### config.mk
export PLATFORM = sky130hd
export DESIGN_NAME = mcsr_trap_unit
export DESIGN_NICKNAME = d
export VERILOG_FILES = /design/src/rtl/mcsr_pkg.sv /design/src/rtl/mcsr_decode.sv /design/src/rtl/mcsr_align_chk.sv /design/src/rtl/mcsr_trap_sel.sv /design/src/rtl/mcsr_trap_unit.sv
export SDC_FILE = /design/constraint.sdc
export NUM_CORES = 1
export LEC_CHECK = 0
export CORE_MARGIN = 1
export CORE_UTILIZATION = 50
export CTS_BUF_LIST = sky130_fd_sc_hd__clkbuf_8
export DETAILED_ROUTE_END_ITERATION = 8
export PLACE_DENSITY = 0.83
export RECOVER_POWER = 25
export SLEW_MARGIN = 20
export SYNTH_ARGS = -nofsm -noshare
export SYNTH_HDL_FRONTEND = slang
export SYNTH_SLANG_ARGS = --single-unit
### constraint.sdc
create_clock -name clk -period 16.7 [get_ports clk]
set_clock_uncertainty 0.15 [all_clocks]
set_input_delay 5.01 -clock clk [delete_from_list [all_inputs] [get_ports clk]]
set_output_delay 5.01 -clock clk [all_outputs]
set_load 0.02 [all_outputs]
### src/rtl/mcsr_pkg.sv
`timescale 1ns/1ps
package mcsr_pkg;

    localparam logic [6:0]  OPC_SYSTEM  = 7'b1110011;
    localparam logic [6:0]  OPC_LOAD    = 7'b0000011;
    localparam logic [6:0]  OPC_STORE   = 7'b0100011;
    localparam logic [31:0] WORD_BREAK  = 32'h0010_0073;
    localparam logic [31:0] WORD_RETURN = 32'h3020_0073;

    localparam logic [11:0] ADDR_SCRATCH = 12'h340;
    localparam logic [11:0] ADDR_VECTOR  = 12'h305;
    localparam logic [11:0] ADDR_RETPC   = 12'h341;
    localparam logic [11:0] ADDR_CAUSE   = 12'h342;

    localparam int CODE_W = 4;
    localparam logic [CODE_W-1:0] CODE_PC_MIS  = 4'd0;
    localparam logic [CODE_W-1:0] CODE_ILLEGAL = 4'd2;
    localparam logic [CODE_W-1:0] CODE_BREAK   = 4'd3;
    localparam logic [CODE_W-1:0] CODE_LD_MIS  = 4'd4;
    localparam logic [CODE_W-1:0] CODE_ST_MIS  = 4'd6;
    localparam logic [CODE_W-1:0] CODE_IRQ_SW  = 4'd3;
    localparam logic [CODE_W-1:0] CODE_IRQ_TMR = 4'd7;
    localparam logic [CODE_W-1:0] CODE_IRQ_EXT = 4'd11;

    // encoding matches funct3[1:0] of the CSR forms
    typedef enum logic [1:0] {
        KIND_NONE  = 2'd0,
        KIND_WRITE = 2'd1,
        KIND_SET   = 2'd2,
        KIND_CLEAR = 2'd3
    } csr_kind_e;

    typedef struct packed {
        logic        is_csr;
        csr_kind_e   kind;
        logic        use_imm;
        logic [11:0] csr_addr;
        logic [4:0]  rd;
        logic [4:0]  src;
        logic        is_break;
        logic        is_return;
        logic        is_mem;
        logic        is_store;
        logic [1:0]  mem_size;
        logic [2:0]  mem_off_lo;
        logic        illegal;
    } decode_t;

endpackage

### src/rtl/mcsr_decode.sv
`timescale 1ns/1ps
module mcsr_decode
    import mcsr_pkg::*;
(
    input  logic [31:0] word,
    output decode_t     dec
);
    logic [6:0] opc;
    logic [2:0] f3;

    always_comb begin
        opc = word[6:0];
        f3  = word[14:12];
        dec = '0;
        dec.csr_addr = word[31:20];
        dec.rd       = word[11:7];
        dec.src      = word[19:15];
        dec.mem_size = f3[1:0];
        if (word == 32'd0) begin
            dec.illegal = 1'b1;
        end else if (opc == OPC_SYSTEM) begin
            if (f3 == 3'b000) begin
                if (word == WORD_BREAK)       dec.is_break  = 1'b1;
                else if (word == WORD_RETURN) dec.is_return = 1'b1;
                else                          dec.illegal   = 1'b1;
            end else if (f3 == 3'b100) begin
                dec.illegal = 1'b1;
            end else begin
                dec.is_csr  = 1'b1;
                dec.kind    = csr_kind_e'(f3[1:0]);
                dec.use_imm = f3[2];
            end
        end else if (opc == OPC_LOAD) begin
            dec.is_mem     = 1'b1;
            dec.mem_off_lo = word[22:20];
        end else if (opc == OPC_STORE) begin
            dec.is_mem     = 1'b1;
            dec.is_store   = 1'b1;
            dec.mem_off_lo = word[9:7];
        end
    end
endmodule

### src/rtl/mcsr_align_chk.sv
`timescale 1ns/1ps
module mcsr_align_chk (
    input  logic [2:0] base_lo,
    input  logic [2:0] off_lo,
    input  logic [1:0] size,
    output logic       misaligned
);
    // only the low address bits decide alignment, so a 3-bit sum suffices
    logic [2:0] eff_lo;

    always_comb begin
        eff_lo = base_lo + off_lo;
        case (size)
            2'd0:    misaligned = 1'b0;
            2'd1:    misaligned = eff_lo[0];
            2'd2:    misaligned = |eff_lo[1:0];
            default: misaligned = |eff_lo;
        endcase
    end
endmodule

### src/rtl/mcsr_trap_sel.sv
`timescale 1ns/1ps
module mcsr_trap_sel
    import mcsr_pkg::*;
(
    input  logic              valid,
    input  logic              irq_soft,
    input  logic              irq_timer,
    input  logic              irq_ext,
    input  logic              pc_mis,
    input  logic              illegal,
    input  logic              brk,
    input  logic              ld_mis,
    input  logic              st_mis,
    output logic              take,
    output logic              is_irq,
    output logic [CODE_W-1:0] code
);
    always_comb begin
        take   = 1'b0;
        is_irq = 1'b0;
        code   = '0;
        if (valid) begin
            take = 1'b1;
            if (irq_ext)        begin is_irq = 1'b1; code = CODE_IRQ_EXT; end
            else if (irq_soft)  begin is_irq = 1'b1; code = CODE_IRQ_SW;  end
            else if (irq_timer) begin is_irq = 1'b1; code = CODE_IRQ_TMR; end
            else if (pc_mis)    code = CODE_PC_MIS;
            else if (illegal)   code = CODE_ILLEGAL;
            else if (brk)       code = CODE_BREAK;
            else if (ld_mis)    code = CODE_LD_MIS;
            else if (st_mis)    code = CODE_ST_MIS;
            else                take = 1'b0;
        end
    end
endmodule

### src/rtl/mcsr_trap_unit.sv
`timescale 1ns/1ps
module mcsr_trap_unit
    import mcsr_pkg::*;
#(
    parameter int XLEN = 32
) (
    input  logic            clk,
    input  logic            rst_n,
    input  logic            instr_valid,
    input  logic [31:0]     instr_word,
    input  logic [XLEN-1:0] instr_pc,
    input  logic [XLEN-1:0] rs1_value,
    input  logic            irq_soft,
    input  logic            irq_timer,
    input  logic            irq_ext,
    output logic            rd_wen,
    output logic [4:0]      rd_addr,
    output logic [XLEN-1:0] rd_value,
    output logic            trap_taken,
    output logic            redirect_valid,
    output logic [XLEN-1:0] redirect_pc
);
    localparam logic [XLEN-1:0] VEC_MASK = ~{{(XLEN-2){1'b0}}, 2'b11};

    typedef struct packed {
        logic [XLEN-1:0] scratch;
        logic [XLEN-1:0] tvec;
        logic [XLEN-1:0] epc;
        logic [XLEN-1:0] cause;
    } csr_state_t;

    csr_state_t st_d, st_q;
    decode_t    dec;

    logic              mem_mis;
    logic              take, take_irq;
    logic [CODE_W-1:0] take_code;
    logic              known;
    logic [XLEN-1:0]   old_val, operand, new_val;
    logic              do_write;

    mcsr_decode i_decode (
        .word (instr_word),
        .dec  (dec)
    );

    mcsr_align_chk i_align (
        .base_lo    (rs1_value[2:0]),
        .off_lo     (dec.mem_off_lo),
        .size       (dec.mem_size),
        .misaligned (mem_mis)
    );

    mcsr_trap_sel i_sel (
        .valid     (instr_valid),
        .irq_soft  (irq_soft),
        .irq_timer (irq_timer),
        .irq_ext   (irq_ext),
        .pc_mis    (|instr_pc[1:0]),
        .illegal   (dec.illegal | (dec.is_csr & ~known)),
        .brk       (dec.is_break),
        .ld_mis    (dec.is_mem & ~dec.is_store & mem_mis),
        .st_mis    (dec.is_mem &  dec.is_store & mem_mis),
        .take      (take),
        .is_irq    (take_irq),
        .code      (take_code)
    );

    always_comb begin
        known = 1'b1;
        case (dec.csr_addr)
            ADDR_SCRATCH: old_val = st_q.scratch;
            ADDR_VECTOR:  old_val = st_q.tvec;
            ADDR_RETPC:   old_val = st_q.epc;
            ADDR_CAUSE:   old_val = st_q.cause;
            default: begin
                old_val = '0;
                known   = 1'b0;
            end
        endcase

        operand = dec.use_imm ? {{(XLEN-5){1'b0}}, dec.src} : rs1_value;
        case (dec.kind)
            KIND_WRITE: new_val = operand;
            KIND_SET:   new_val = old_val | operand;
            KIND_CLEAR: new_val = old_val & ~operand;
            default:    new_val = old_val;
        endcase

        do_write = instr_valid & dec.is_csr & known & ~take &
                   ((dec.kind == KIND_WRITE) | (dec.src != 5'd0));

        st_d = st_q;
        if (do_write) begin
            case (dec.csr_addr)
                ADDR_SCRATCH: st_d.scratch = new_val;
                ADDR_VECTOR:  st_d.tvec    = new_val & VEC_MASK;
                ADDR_RETPC:   st_d.epc     = new_val;
                ADDR_CAUSE:   st_d.cause   = new_val;
                default:      st_d.scratch = st_q.scratch;
            endcase
        end
        if (take) begin
            st_d.epc               = instr_pc;
            st_d.cause             = '0;
            st_d.cause[XLEN-1]     = take_irq;
            st_d.cause[CODE_W-1:0] = take_code;
        end
    end

    always_ff @(posedge clk) begin
        if (!rst_n) st_q <= '0;
        else        st_q <= st_d;
    end

    always_comb begin
        trap_taken     = take;
        rd_wen         = instr_valid & dec.is_csr & known & ~take & (dec.rd != 5'd0);
        rd_addr        = dec.rd;
        rd_value       = old_val;
        redirect_valid = take | (instr_valid & dec.is_return);
        redirect_pc    = take ? st_q.tvec : st_q.epc;
    end
endmodule

# After elaboration in Yosys (flattened, before gate mapping)
# Index checks and enable logic that the tools add are counted.
# classes
n_addsub	1
eq_ne	15
muxes	56
bitwise_logic	21
n_reduce_logical	18
# ops
cell	n
2-to-1 mux 32 bit	4
2-to-1 mux 64 bit	2
one-hot mux 32 bit (4 select lines)	1
one-hot mux 32 bit (3 select lines)	1
2-to-1 mux 4 bit	13
equality test 12 x 10 -> 1 bit (second input constant)	4
bitwise AND 32 bit	1
equality test 32 x 21 -> 1 bit (second input constant)	1
equality test 32 x 30 -> 1 bit (second input constant)	1
logical NOT 32 bit	1
NOT 32 bit	1
OR 32 bit	1
2-to-1 mux 1 bit	25
2-to-1 mux 3 bit	5
bitwise AND 1 bit	11
AND reduction 2 bit	5
nonzero test 5 bit	2
2-to-1 mux 2 bit	4
equality test 7 x 2 -> 1 bit (second input constant)	1
equality test 7 x 6 -> 1 bit (second input constant)	1
equality test 7 bit (second input constant)	1
equality test 2 bit (second input constant)	3
nonzero test 2 bit	3
OR reduction 2 bit	3
other kinds (10)	16
# totals
ff_bits	126
output_inout_bits	72
wordCells	116

# Logic depth before layout (Yosys ltp)
# logic_depth
word_depth	23
mapped_depth	16
mapped_depth_nobuf	14

# Modules after synthesis
# A second synthesis with hierarchy kept.
# unflattened
cells_unflattened	917
area_unflattened_um2	7857.5
# modules_own_cells
module	n_inst	cells_each	area_per_inst_um2	seq_area_each_um2
mcsr_trap_unit	1	830	7255.7	2522.4
mcsr_decode	1	63	415.4	0.0
mcsr_trap_sel	1	17	106.4	0.0
mcsr_align_chk	1	7	80.1	0.0

# Worst setup path before layout
# Ideal clock, no wire load.
# synth_timing
path_kind	input -> output
start	in instr_word[3]
end	out redirect_pc[20]
arrival_time_ns	7.813
path_slack_ns	3.727
path_stages	13
path_buffers	1
cell_sequence	nor4_1 > nand3_1 > nor2_1 > ha_1 > inv_1 > fa_1 > xor2_1 > xnor2_1 > o22ai_1 > a21o_1 > o21ai_4 > buf_2 > mux2_2
# synth_via
elab_chain_cells	19
elab_cells_between_ends	46
classes_between	1 x add/sub; 5 x eq/ne; 30 x mux; 7 x bitwise; 3 x reduce/logical
# synth_lines
element	line_no	text
start, declared	mcsr_trap_unit.sv:10	input logic [31:0] instr_word,
equality test 7 x 6 -> 1 bit	mcsr_decode.sv:36	end else if (opc == OPC_STORE) begin
2-to-1 mux 3 bit	mcsr_decode.sv:36	
2-to-1 mux 3 bit	mcsr_decode.sv:33	end else if (opc == OPC_LOAD) begin
2-to-1 mux 3 bit	mcsr_decode.sv:21	end else if (opc == OPC_SYSTEM) begin
2-to-1 mux 3 bit	mcsr_decode.sv:19	if (word == 32'd0) begin
adder 3 bit	mcsr_align_chk.sv:12	eff_lo = base_lo + off_lo;
OR reduction 3 bit / OR reduction 2 bit (equally long branches)	mcsr_align_chk.sv:17, mcsr_align_chk.sv:16	
one-hot mux 1 bit (3 select lines)	mcsr_align_chk.sv:13	case (size)
[... 3 more ...]	--	
2-to-1 mux 1 bit	mcsr_trap_sel.sv:29	else if (brk) code = CODE_BREAK;
2-to-1 mux 1 bit *	mcsr_trap_sel.sv:28	else if (illegal) code = CODE_ILLEGAL;
2-to-1 mux 1 bit *	mcsr_trap_sel.sv:27	else if (pc_mis) code = CODE_PC_MIS;
2-to-1 mux 1 bit *	mcsr_trap_sel.sv:26	else if (irq_timer) begin is_irq = 1'b1; code = CODE_IRQ_TMR; end
2-to-1 mux 1 bit *	mcsr_trap_sel.sv:25	else if (irq_soft) begin is_irq = 1'b1; code = CODE_IRQ_SW; end
2-to-1 mux 1 bit *	mcsr_trap_sel.sv:24	if (irq_ext) begin is_irq = 1'b1; code = CODE_IRQ_EXT; end
2-to-1 mux 1 bit *	mcsr_trap_sel.sv:22	if (valid) begin
2-to-1 mux 32 bit *	mcsr_trap_unit.sv:122	redirect_pc = take ? st_q.tvec : st_q.epc;
end, declared	mcsr_trap_unit.sv:21	output logic [XLEN-1:0] redirect_pc
# Mark *: on every way between the ends. The rest lies on a longest branch, timed or not.

# Worst setup path after layout
# layout_timing
start	in instr_word[3]
end	out redirect_pc[14]
# Same word-level chain as after synthesis.

==> flow_metrics.tcl <==
set metrics [dict create \
    die_area_um2 16000 \
    hold_path.class "register to register" \
    areaGrowthSynthToFinish_pct 25.7 \
    start_util_pct 51.1 \
    power.internal_w 0.000487 \
    finalHoldViolations 0 \
    synth_top_family_by_area "compound AO/OA/AOI/OAI gates" \
    failed_checks "design-rule violations, max-capacitance violations, max-slew violations" \
    synth_common_cells "221 x nand2_1, 126 x dfxtp_1, 119 x a21oi_1" \
    p_sw_w 0.000182 \
    grt_max_degree 61 \
    critical_path_class "input port to output port" \
    clk_pin_slew_ps 70 \
    comb_power_share_pct 15.1 \
    relSlewSlack_pct -123 \
    syn_nets 1098 \
    yosysUniqueCellTypes 66 \
    die_w_um 127 \
    ctsResizeCount 0 \
    insertion_delay_ps 450 \
    grt-ovfl-total 0 \
    drtIter0Drc 1174 \
    p_per_area_nw_per_um2 68.6 \
    final_layout_size_suffix_gt1_share_pct 9.81 \
    p_leak_nw 3.10 \
    io_pins 174 \
    crit_slowest_cell "inv_2" \
    grtUsageMet3_pct 7.34 \
    vdd.ir_drop.worst_mv 0.0425 \
    drtAntennaViolNets 0 \
    finalMaxSlewViolations 111 \
    root_buffer "clkbuf_8" \
    yosysTopAreaCell "dfxtp_1" \
    ys_warn_count 0 \
    syn_area_um2 7760 \
    die_h_um 127 \
    cts_tree "done" \
    pwr-share-clk_pct 38.3 \
    layout.nets 1212 \
    synthXorXnorAreaFrac_pct 0.226 \
    cp.buffers_inverters 5 \
    path_cells "dlygate4sd3_1, nor4_1, nand3_1, nor2_1, ha_1, inv_1, fa_1, xor2_1, xnor2_1, o22ai_1, a21o_1, o21ai_4, buf_4, inv_2, mux2_2, clkdlybuf4s50_1" \
    cts_sinks 126 \
    p_seq_share_pct 46.5 \
    start_kind "input port" \
    synth_edf_count 0 \
    syn_avg_cell_area_um2 7.81 \
    critPathRequiredTime_ps 11540 \
    yosysMostFrequentCell "nand2_1" \
    synth_top_area_share_pct 32.5 \
    fin_setup_tns_ps 0 \
    busiest_layer "met2" \
    wl_um 28200 \
    viasPerCell 6.77 \
    grtUsageTotal_pct 34.5 \
    cts_buffers 17 \
    async_flop_share_pct 0 \
    ys_seq_elements 126 \
    post_cts_buffers 0 \
    syn_inst 994 \
    largest_reg_flops 126 \
    setup_violations 0 \
    synth-simple-area-share_pct 23.3 \
    portBuffers 173 \
    period_needed_ps 15110 \
    cts_htree_levels 4 \
    switching_share_pct 27.3 \
    grt_pass1_vias 8203 \
    grt_pass1_wl_um 43800 \
    clock_path_buffers 2 \
    ys.flop_type "dfxtp_1" \
    ys_seq_area_share_pct 32.5 \
    drc 1 \
    top_register "st_q" \
    reg_top3 "st_q: 126 flops" \
    post-dp-hpwl_um 17700 \
    antenna_found_initial 0 \
    worst_pin_slew_ps 3290 \
    antenna_cells 0 \
    core_area_um2 15200 \
    critical_path_arrival_ps 9950 \
    crit_family "buffers and inverters" \
    via_count 8867 \
    post-route-period-util_pct 90.5 \
    gp_congestion 0.924 \
    grt_util_met1_pct 44.3 \
    grt_setup_unrepaired "false" \
    wire_per_inst_um 21.5 \
    max_stage_delay_ps 850 \
    clock.fmax_mhz 66.2 \
    use_met2_pct 54.4 \
    path_max_fanout 54 \
    power_w 0.000669 \
    rows 45 \
    fillers 1329 \
    muxShareOfSynthArea_pct 7.59 \
    synth_compound_area_share_pct 29.3 \
    firstDrtPassIters 9 \
    max_cap_violations 6 \
    synthAdderAreaFrac_pct 0.419 \
    cts_hold_buf 0 \
    whs_ps 304 \
    status "finished with violations" \
    end_kind "output port" \
    yosys-top-cells-area "dfxtp_1 32%, nand2_1 11%, a21oi_1 7.7%, mux2_2 5.7%, a222oi_1 3.4%" \
]
-- stage by stage --
stage               setup WS, ps  instance area [um2]  utilization [%]  std cells
floorplan                   3730                 7760                -        994
global placement            1940                 9470             62.3       1277
detailed placement          1770                 9470             62.3       1277
CTS                         1750                 9840             64.7       1309
global route                1280                 9760             64.2       1309
finish                      1590                 9760             64.2       1309
-- cell usage in the layout (no fill, tap or decap), types with 4 or more instances in the layout --
cell type / instances
a211oi_1: 7
a21oi_1: 119
a222oi_1: 26
a22oi_1: 34
a31oi_1: 4
and2_1: 4
and3_1: 5
buf_4: 20
clkbuf_1: 5
clkbuf_8: 18
clkdlybuf4s50_1: 172
clkinv_2: 8
dfxtp_1: 126
inv_1: 6
mux2_2: 39
mux2i_1: 15
nand2_1: 221
nand2b_1: 6
nand3_1: 36
nand3b_1: 6
nor2_1: 24
nor2b_1: 27
nor3_1: 10
nor4_1: 6
o21ai_0: 32
o221ai_1: 24
o2bb2ai_1: 4
o311a_1: 24
o31ai_1: 31
-- logic make-up after synthesis --
group	count (synthesis)
adders and majority gates	2
xor gates and xnor gates	2
AOI/OAI and AO/OA	328
and+or+nand+nor	372
buffers and inverters	110
DFF	126
muxes	54
-- layout make-up --
type                    count  area (um2)  share of cell area, %
inverters                   7        26.3                  0.269
multi-input cells         758        4700                   48.2
repair buffers            198        1900                   19.5
well taps                 188         235                   2.41
flip-flops and latches    126        2520                   25.8
clock buffers              18         248                   2.54
clock inverters            14         126                   1.30
-- worst register-to-register path, cell delays in order (launching register included) --
cell and delay [ps]:
dfxtp_1 310, mux2_2 260, a22oi_1 240, o2bb2ai_1 150
mux2_2 300, a221oi_1 600, mux2_2 290, a21oi_1 70
-- final timing paths --
| kind | start | end | slack [ps] | depth (start not counted) |
|---|---|---|---|---|
| worst min-delay path | st_q[107]$_SDFFE_PN0P_ | st_q[107]$_SDFFE_PN0P_ | 300 | 2 |
| worst max register to register | st_q[99]$_SDFFE_PN0P_ | st_q[3]$_SDFFE_PN0P_ | 14200 | 7 |
| worst min register to register | st_q[107]$_SDFFE_PN0P_ | st_q[107]$_SDFFE_PN0P_ | 300 | 2 |
| worst max-delay path | instr_word[3] | redirect_pc[14] | 1590 | 16 |
-- routing by layer --
layer | wire (um) | up-vias
li1 | - | 3911
met1 | 11100 | 4142
met5 | 0 | -
met2 | 12500 | 708
met3 | 3330 | 106
met4 | 1220 | 0
-- power groups by stage --
stage	Clock, W	Combinational, W	Sequential [W]
after floorplan	0	0.0000524	0.000316
after global placement	0	0.0000976	0.000318
after detailed placement	0	0.0000989	0.000318
after CTS	0.000257	0.0000995	0.000311
after global routing	0.000271	0.000106	0.000312
final	0.000257	0.000101	0.000311
No activity file was read; power rests on OpenSTA's default activity.
